## src/rtl/spi_fs_pkg.sv

```systemverilog
package spi_fs_pkg;

    typedef enum logic [2:0] {
        ST_IDLE,
        ST_LEAD,
        ST_SHIFT,
        ST_TAIL,
        ST_GAP
    } fs_state_e;

    localparam int MIN_FRAME_BITS = 4;

endpackage

```

## src/rtl/spi_fs_half_timer.sv

```systemverilog
module spi_fs_half_timer #(
    parameter int DIV_W = 8
) (
    input  logic             clk,
    input  logic             rst_n,
    input  logic             run,
    input  logic [DIV_W-1:0] limit,
    output logic             tick
);

    logic [DIV_W-1:0] cnt;

    always_ff @(posedge clk or negedge rst_n) begin
        if (!rst_n) begin
            cnt <= '0;
        end else if (!run || cnt == limit) begin
            cnt <= '0;
        end else begin
            cnt <= cnt + 1'b1;
        end
    end

    assign tick = run && (cnt == limit);

    AST_TIMER_RANGE: assert property (@(posedge clk) disable iff (!rst_n)
        run |-> (cnt <= limit));

endmodule

```

## src/rtl/spi_fs_tx_shift.sv

```systemverilog
module spi_fs_tx_shift #(
    parameter int MAX_BITS = 16,
    localparam int LEN_W = $clog2(MAX_BITS + 1),
    localparam int IDX_W = $clog2(MAX_BITS)
) (
    input  logic                clk,
    input  logic                rst_n,
    input  logic                load,
    input  logic                shift,
    input  logic [MAX_BITS-1:0] data,
    input  logic [LEN_W-1:0]    len,
    output logic                sdo
);

    logic [MAX_BITS-1:0] sh;
    logic [LEN_W-1:0]    shamt;
    logic [IDX_W-1:0]    top_idx;
    logic                top_bit;

    always_comb begin
        shamt   = LEN_W'(MAX_BITS) - len;
        top_idx = IDX_W'(len - 1'b1);
        top_bit = data[top_idx];
    end

    always_ff @(posedge clk or negedge rst_n) begin
        if (!rst_n) begin
            sh <= '0;
        end else if (load) begin
            sh <= data << shamt;
        end else if (shift) begin
            sh <= {sh[MAX_BITS-2:0], 1'b0};
        end
    end

    assign sdo = sh[MAX_BITS-1];

    AST_MSB_FIRST: assert property (@(posedge clk) disable iff (!rst_n)
        load |=> (sdo == $past(top_bit)));

endmodule

```

## src/rtl/spi_fs_rx_shift.sv

```systemverilog
module spi_fs_rx_shift #(
    parameter int MAX_BITS = 16
) (
    input  logic                clk,
    input  logic                rst_n,
    input  logic                clear,
    input  logic                sample,
    input  logic                din,
    output logic [MAX_BITS-1:0] word
);

    always_ff @(posedge clk or negedge rst_n) begin
        if (!rst_n) begin
            word <= '0;
        end else if (clear) begin
            word <= '0;
        end else if (sample) begin
            word <= {word[MAX_BITS-2:0], din};
        end
    end

endmodule

```

## src/rtl/spi_frame_shifter.sv

```systemverilog
module spi_frame_shifter
    import spi_fs_pkg::*;
#(
    parameter int MAX_BITS = 16,
    parameter int DIV_W = 8,
    localparam int LEN_W = $clog2(MAX_BITS + 1)
) (
    input  logic                clk,
    input  logic                rst_n,
    input  logic [MAX_BITS-1:0] tx_data,
    input  logic                tx_valid,
    output logic                tx_ready,
    input  logic [DIV_W-1:0]    clk_div,
    input  logic [LEN_W-1:0]    frame_len,
    input  logic                cpol,
    input  logic                cpha,
    input  logic                loopback,
    input  logic                sdi,
    output logic                sclk,
    output logic                sel_n,
    output logic                sdo,
    output logic [MAX_BITS-1:0] rx_data,
    output logic                rx_valid,
    output logic                busy
);

    localparam int HC_W  = $clog2(2 * MAX_BITS + 2);
    localparam int GAP_W = DIV_W + 3;

    fs_state_e state, state_nx;

    logic [HC_W-1:0]     hc;
    logic [DIV_W-1:0]    div_q;
    logic [LEN_W-1:0]    len_q;
    logic [LEN_W-1:0]    len_clamped;
    logic                cpol_q, cpha_q, lb_q;
    logic                tick, accept;
    logic                lead_last, shift_last;
    logic                sample_ev, shift_ev, done_ev;
    logic                din;
    logic [MAX_BITS-1:0] rx_word;

    assign accept = tx_valid && (state == ST_IDLE);

    always_comb begin
        if (frame_len < LEN_W'(MIN_FRAME_BITS)) begin
            len_clamped = LEN_W'(MIN_FRAME_BITS);
        end else if (frame_len > LEN_W'(MAX_BITS)) begin
            len_clamped = LEN_W'(MAX_BITS);
        end else begin
            len_clamped = frame_len;
        end
    end

    spi_fs_half_timer #(.DIV_W(DIV_W)) timer_i (
        .clk   (clk),
        .rst_n (rst_n),
        .run   (state != ST_IDLE),
        .limit (div_q),
        .tick  (tick)
    );

    assign lead_last  = cpha_q ? (hc == HC_W'(0)) : (hc == HC_W'(1));
    assign shift_last = (hc == (HC_W'(len_q) << 1) - HC_W'(1));

    always_ff @(posedge clk or negedge rst_n) begin
        if (!rst_n) begin
            state <= ST_IDLE;
        end else begin
            state <= state_nx;
        end
    end

    always_comb begin
        state_nx = state;
        unique case (state)
            ST_IDLE:  if (tx_valid) state_nx = ST_LEAD;
            ST_LEAD:  if (tick && lead_last) state_nx = ST_SHIFT;
            ST_SHIFT: if (tick && shift_last) state_nx = cpha_q ? ST_TAIL : ST_GAP;
            ST_TAIL:  if (tick) state_nx = ST_GAP;
            ST_GAP:   if (tick && hc == HC_W'(1)) state_nx = ST_IDLE;
            default:  state_nx = ST_IDLE;
        endcase
    end

    always_ff @(posedge clk or negedge rst_n) begin
        if (!rst_n) begin
            hc <= '0;
        end else if (state_nx != state) begin
            hc <= '0;
        end else if (tick) begin
            hc <= hc + 1'b1;
        end
    end

    always_ff @(posedge clk or negedge rst_n) begin
        if (!rst_n) begin
            div_q  <= '0;
            len_q  <= LEN_W'(MIN_FRAME_BITS);
            cpol_q <= 1'b0;
            cpha_q <= 1'b0;
            lb_q   <= 1'b0;
        end else if (accept) begin
            div_q  <= clk_div;
            len_q  <= len_clamped;
            cpol_q <= cpol;
            cpha_q <= cpha;
            lb_q   <= loopback;
        end
    end

    // Edge bookkeeping: an odd hc tick enters an active half (leading edge),
    // an even hc tick enters a quiet half (trailing edge).
    assign sample_ev = tick && (
        (state == ST_LEAD && lead_last && !cpha_q) ||
        (state == ST_SHIFT && !shift_last && (hc[0] ? !cpha_q : cpha_q)));
    assign shift_ev = tick && (state == ST_SHIFT) && !shift_last &&
                      (hc[0] ? cpha_q : !cpha_q);
    assign done_ev = tick && ((state == ST_SHIFT && shift_last && !cpha_q) ||
                              state == ST_TAIL);

    spi_fs_tx_shift #(.MAX_BITS(MAX_BITS)) tx_i (
        .clk   (clk),
        .rst_n (rst_n),
        .load  (accept),
        .shift (shift_ev),
        .data  (tx_data),
        .len   (len_clamped),
        .sdo   (sdo)
    );

    assign din = lb_q ? sdo : sdi;

    spi_fs_rx_shift #(.MAX_BITS(MAX_BITS)) rx_i (
        .clk    (clk),
        .rst_n  (rst_n),
        .clear  (accept),
        .sample (sample_ev),
        .din    (din),
        .word   (rx_word)
    );

    always_ff @(posedge clk or negedge rst_n) begin
        if (!rst_n) begin
            rx_data  <= '0;
            rx_valid <= 1'b0;
        end else begin
            rx_valid <= done_ev;
            if (done_ev) rx_data <= rx_word;
        end
    end

    always_comb begin
        sel_n    = 1'b1;
        sclk     = cpol_q;
        busy     = 1'b1;
        tx_ready = 1'b0;
        unique case (state)
            ST_IDLE: begin
                sclk     = cpol;
                busy     = 1'b0;
                tx_ready = 1'b1;
            end
            ST_LEAD, ST_TAIL: sel_n = 1'b0;
            ST_SHIFT: begin
                sel_n = 1'b0;
                sclk  = cpol_q ^ ~hc[0];
            end
            ST_GAP: sel_n = 1'b1;
            default: sel_n = 1'b1;
        endcase
    end

    // Checker state: clocks spent with select high, saturating.
    logic [GAP_W-1:0] gap_cnt;
    always_ff @(posedge clk or negedge rst_n) begin
        if (!rst_n) begin
            gap_cnt <= '1;
        end else if (!sel_n) begin
            gap_cnt <= '0;
        end else if (gap_cnt != '1) begin
            gap_cnt <= gap_cnt + 1'b1;
        end
    end

    AST_READY_NOT_BUSY: assert property (@(posedge clk) disable iff (!rst_n)
        tx_ready |-> !busy);
    AST_VALID_PULSE: assert property (@(posedge clk) disable iff (!rst_n)
        rx_valid |=> !rx_valid);
    AST_VALID_AT_END: assert property (@(posedge clk) disable iff (!rst_n)
        rx_valid |-> (sel_n && !$past(sel_n)));
    AST_GAP_MIN: assert property (@(posedge clk) disable iff (!rst_n)
        $fell(sel_n) |-> (int'(gap_cnt) >= 2 * (int'($past(div_q)) + 1)));
    AST_SCLK_QUIET_GAP: assert property (@(posedge clk) disable iff (!rst_n)
        (state == ST_GAP && $past(state) == ST_GAP) |-> $stable(sclk));

endmodule

```

## config.mk

```make
export PLATFORM = sky130hd
export DESIGN_NAME = spi_frame_shifter
export DESIGN_NICKNAME = d
export VERILOG_FILES = /design/src/rtl/spi_fs_pkg.sv /design/src/rtl/spi_fs_half_timer.sv /design/src/rtl/spi_fs_tx_shift.sv /design/src/rtl/spi_fs_rx_shift.sv /design/src/rtl/spi_frame_shifter.sv
export SDC_FILE = /design/constraint.sdc
export NUM_CORES = 1
export LEC_CHECK = 0
export BUFFER_PORTS_ARGS = -buffer_cell sky130_fd_sc_hd__buf_2
export CORE_ASPECT_RATIO = 0.6
export CORE_MARGIN = 1
export CORE_UTILIZATION = 59
export CTS_CLUSTER_SIZE = 16
export DETAILED_ROUTE_END_ITERATION = 8
export PLACE_DENSITY = 0.85
export SETUP_SLACK_MARGIN = 0.05
export SKIP_LAST_GASP = 1
export SLEW_MARGIN = 20
export SYNTH_ARGS = -nofsm -noshare
export SYNTH_HDL_FRONTEND = slang
export SYNTH_SLANG_ARGS = --single-unit
export TNS_END_PERCENT = 20
```

## constraint.sdc

```tcl
create_clock -name clk -period 3.3 [get_ports clk]
set_clock_uncertainty 0.1 [all_clocks]
set_input_delay 0.33 -clock clk [delete_from_list [all_inputs] [get_ports clk]]
set_output_delay 0.33 -clock clk [all_outputs]
set_load 0.005 [all_outputs]
```

==> results.md <==
* Status: finished, final reports clean
* Synth top area cells: dfrtp_1 (41%), nand2_1 (5.3%), mux2i_1 (5.2%), mux4_2 (4.1%), xnor2_1 (3.7%)
* Sequential power share at 41.8%
* Fin cells at 674
* Post-cts resize count at 0
* Die Height at 73.25 um
* Max Freq at 0.3654 GHz
* Via count at 4308
* Post-Route WL at 12590 um
* Period utilization at 82.93%
* Routed length per instance at 18.67 um
* Hold Vio Cnt, Final at 0
* Comb power frac at 34.5%
* 1st-pass router iterations at 6
* EDFF count, synth at 0
* DRC viols at 0
* Post-synth net total at 549
* Worst-path cell chain: inv_1 -> ha_1 -> xnor2_1 -> nor4_4 -> a31oi_2 -> nor3_4 -> buf_4 -> mux2_2
* Site row count at 25
* Post-Syn Instances at 507
* Drt via density at 6.392
* Yosys warns at 0
* Max cap viols at 0
* Antenna violations before repair at 0
* DP Cell Count at 657
* Die footprint at 8844 um2
* Clock power frac at 23.6%
* CTS tree: yes
* Top cells by count, synth: dfrtp_1 (81), nand2_1 (70), o21ai_0 (32)
* IO buf count at 57
* Worst setup EP type: flop
* Ports at 58
* Die span in x at 120.7 um
* Initial core utilization at 62.09%
* Leak at 2.588 nW
* Routed Antenna Nets at 0
* Util after Layout at 70.41%
* Design Power at 3.859 mW
* Num CTS Buffers at 9
* CP top delay family: simple AND/OR/NAND/NOR gates
* Switching power at 1.442 mW
* Post-synthesis average cell area at 9.844 um2
* Crit path arrival time at 2.86 ns
* Cell Area, Synth at 4991 um2
* Register area share after synthesis at 41.14%
* Worst Tran Pin Value at 0.7663 ns
* Clk pin slew, worst setup/hold paths at 0.06 ns
* Post-synthesis async set-or-reset flop share at 100.0%
* Post-CTS setup buffers at 0
* CTS root buffer: clkbuf_16
* Reg2reg setup slack at 0.56 ns
* RSZ-0062 raised after global routing: no
* Nets at 603
* Global-route wire length before repair at 20330 um
* Max-slew headroom at 48.37%
* Netlist cell types at 73
* Clock buffer depth at 2
* Vias in the first global route at 4009
* Worst endpoint required time at 3.42 ns
* Top-area cell type share of the netlist area at 40.61%
* Synth Flop Type: dfrtp_1
* Area Overhead vs Synth at 13.41%
* Sw frac at 37.38%
* Tmin final at 2.737 ns
* Final setup vio count at 0
* CP Class: reg -> reg
* Initial drt markers at 524
* Hold-fix buffers at CTS at 0
* Total Routing Usage GR at 30.31%
* Detailed placement HPWL at 9070 um
* Seq cells post-synth at 82
* Pin count of the biggest net entering global routing at 83
* Peak supply drop at 448.5 uV
* Worst hold path type: in -> reg
* H-tree depth at 3
* Share of post-route cells with drive strength above 1 at 24.91%
* CP max FO at 17
* Gpl congestion at 1.005
* CP max-delay cell: nor4_4
* PwrDens at 681.7 nW/um2
* Skew-Pair Late Insertion Delay at 0.33 ns
* Setup TNS at 0 ns
* Area leader, netlist: dfrtp_1
* Num Clock Sinks at 82
* WP buf/inv at 2
* GRT overflow at 0
* Internal power at 2.416 mW
* N_diodes at 0
* Worst setup SP type: flop
* Largest stage delay on the critical path at 0.45 ns
* Slew Viols, Final at 0
* Area of the core at 8039 um2
* Count leader, synth: dfrtp_1
power groups by stage:
stage                     clock network, mW  registers, mW  logic [mW]
after floorplan                           0           1.50        1.02
after CTS                             0.921           1.61        1.32
after detailed placement                  0           1.62        1.30
after global placement                    0           1.60        1.24
after global routing                  0.969           1.65        1.46
final                                 0.912           1.61        1.33
layout by cell type (no fill, tap or decap), types with 3 or more instances in the layout:
cell type,n
dfrtp_1,81
nand2_1,70
buf_2,56
o21ai_0,32
nor2_1,31
mux2i_1,26
nand3_1,25
xnor2_1,21
inv_1,20
mux2_2,15
nor3_1,14
buf_4,13
mux4_2,9
mux2_4,9
clkbuf_16,9
and3_1,7
a21oi_1,7
nand2b_1,6
a211oi_1,6
ha_1,6
o211ai_1,5
nand4_1,4
xor2_1,4
nor4_1,4
a2bb2oi_1,4
o31ai_1,4
or3_1,4
a31oi_1,4
nor3_2,3
or2_2,3
a21o_1,3
a211o_1,3
clkinvlp_4,3
cell families after synthesis:
group | synth area share [%]
XOR/XNOR | 4.387
flip-flops | 41.14
AND/OR/NAND/NOR | 18.83
AO/OA/AOI/OAI | 14.39
adder cells (fa/ha/maj) | 1.504
buffers and inverters | 4.387
multiplexers | 15.37
flip-flops by register name, summed over array words and instances (netlist names):
signal and cells:
rx_valid 1, tx_i.sh 16, hc 6, lb_q 1
rx_data 16, rx_i.word 16, cpha_q 1, div_q 8
len_q 5, state 3, cpol_q 1, timer_i.cnt 8
cell type report:
type | instances | area [um2]
timing repair buffer | 71 | 399.1
multi-input combinational | 377 | 2728
sequential | 82 | 2053
tap | 108 | 135.1
clock inverter | 6 | 41.29
fill | 569 | 2379
inverter | 20 | 75.07
clock buffer | 10 | 229.0
worst reg2reg max path: cells and delay by family, from the launching register on:
| family | cells | cell delay (ns) |
|---|---|---|
| flops | 1 | 0.39 |
| mux | 1 | 0.39 |
| xor+xnor | 1 | 0.16 |
| buf+inv | 2 | 0.37 |
| compound gates | 1 | 0.26 |
| simple gates | 2 | 0.66 |
| fa+ha+maj | 1 | 0.30 |
path summary, 6_finish.rpt:
| path | to | start | depth (start not counted) |
|---|---|---|---|
| setup / recovery | rx_data[0] | len_q[0] | 8 |
| hold / removal | div_q[1] | clk_div[1] | 3 |
| setup reg to reg | rx_data[0] | len_q[0] | 8 |
| hold reg to reg | tx_i.sh[0] | tx_i.sh[0] | 1 |
| max in group asynchronous | tx_i.sh[10] | rst_n | 2 |
| min in group asynchronous | len_q[4] | rst_n | 2 |
metal layers:
layer / GRT usage (%) / part of all wire, %
met5: 0 / 0
met3: 12.19 / 11
met1: 43.96 / 46
met4: 7.133 / 1.1
met2: 42.15 / 42
through the flow:
step	area, um2	hold slack, ns	setup WS, ns
after global placement	5376	0.3689	0.4366
final	5660	0.07947	0.5634
after detailed placement	5376	0.3708	0.3852
after CTS	5647	0.07510	0.5421
after floorplan	4991	-0.06559	0.2453
after global routing	5660	0.07581	0.3984
Power figures use the tool's default switching activity.
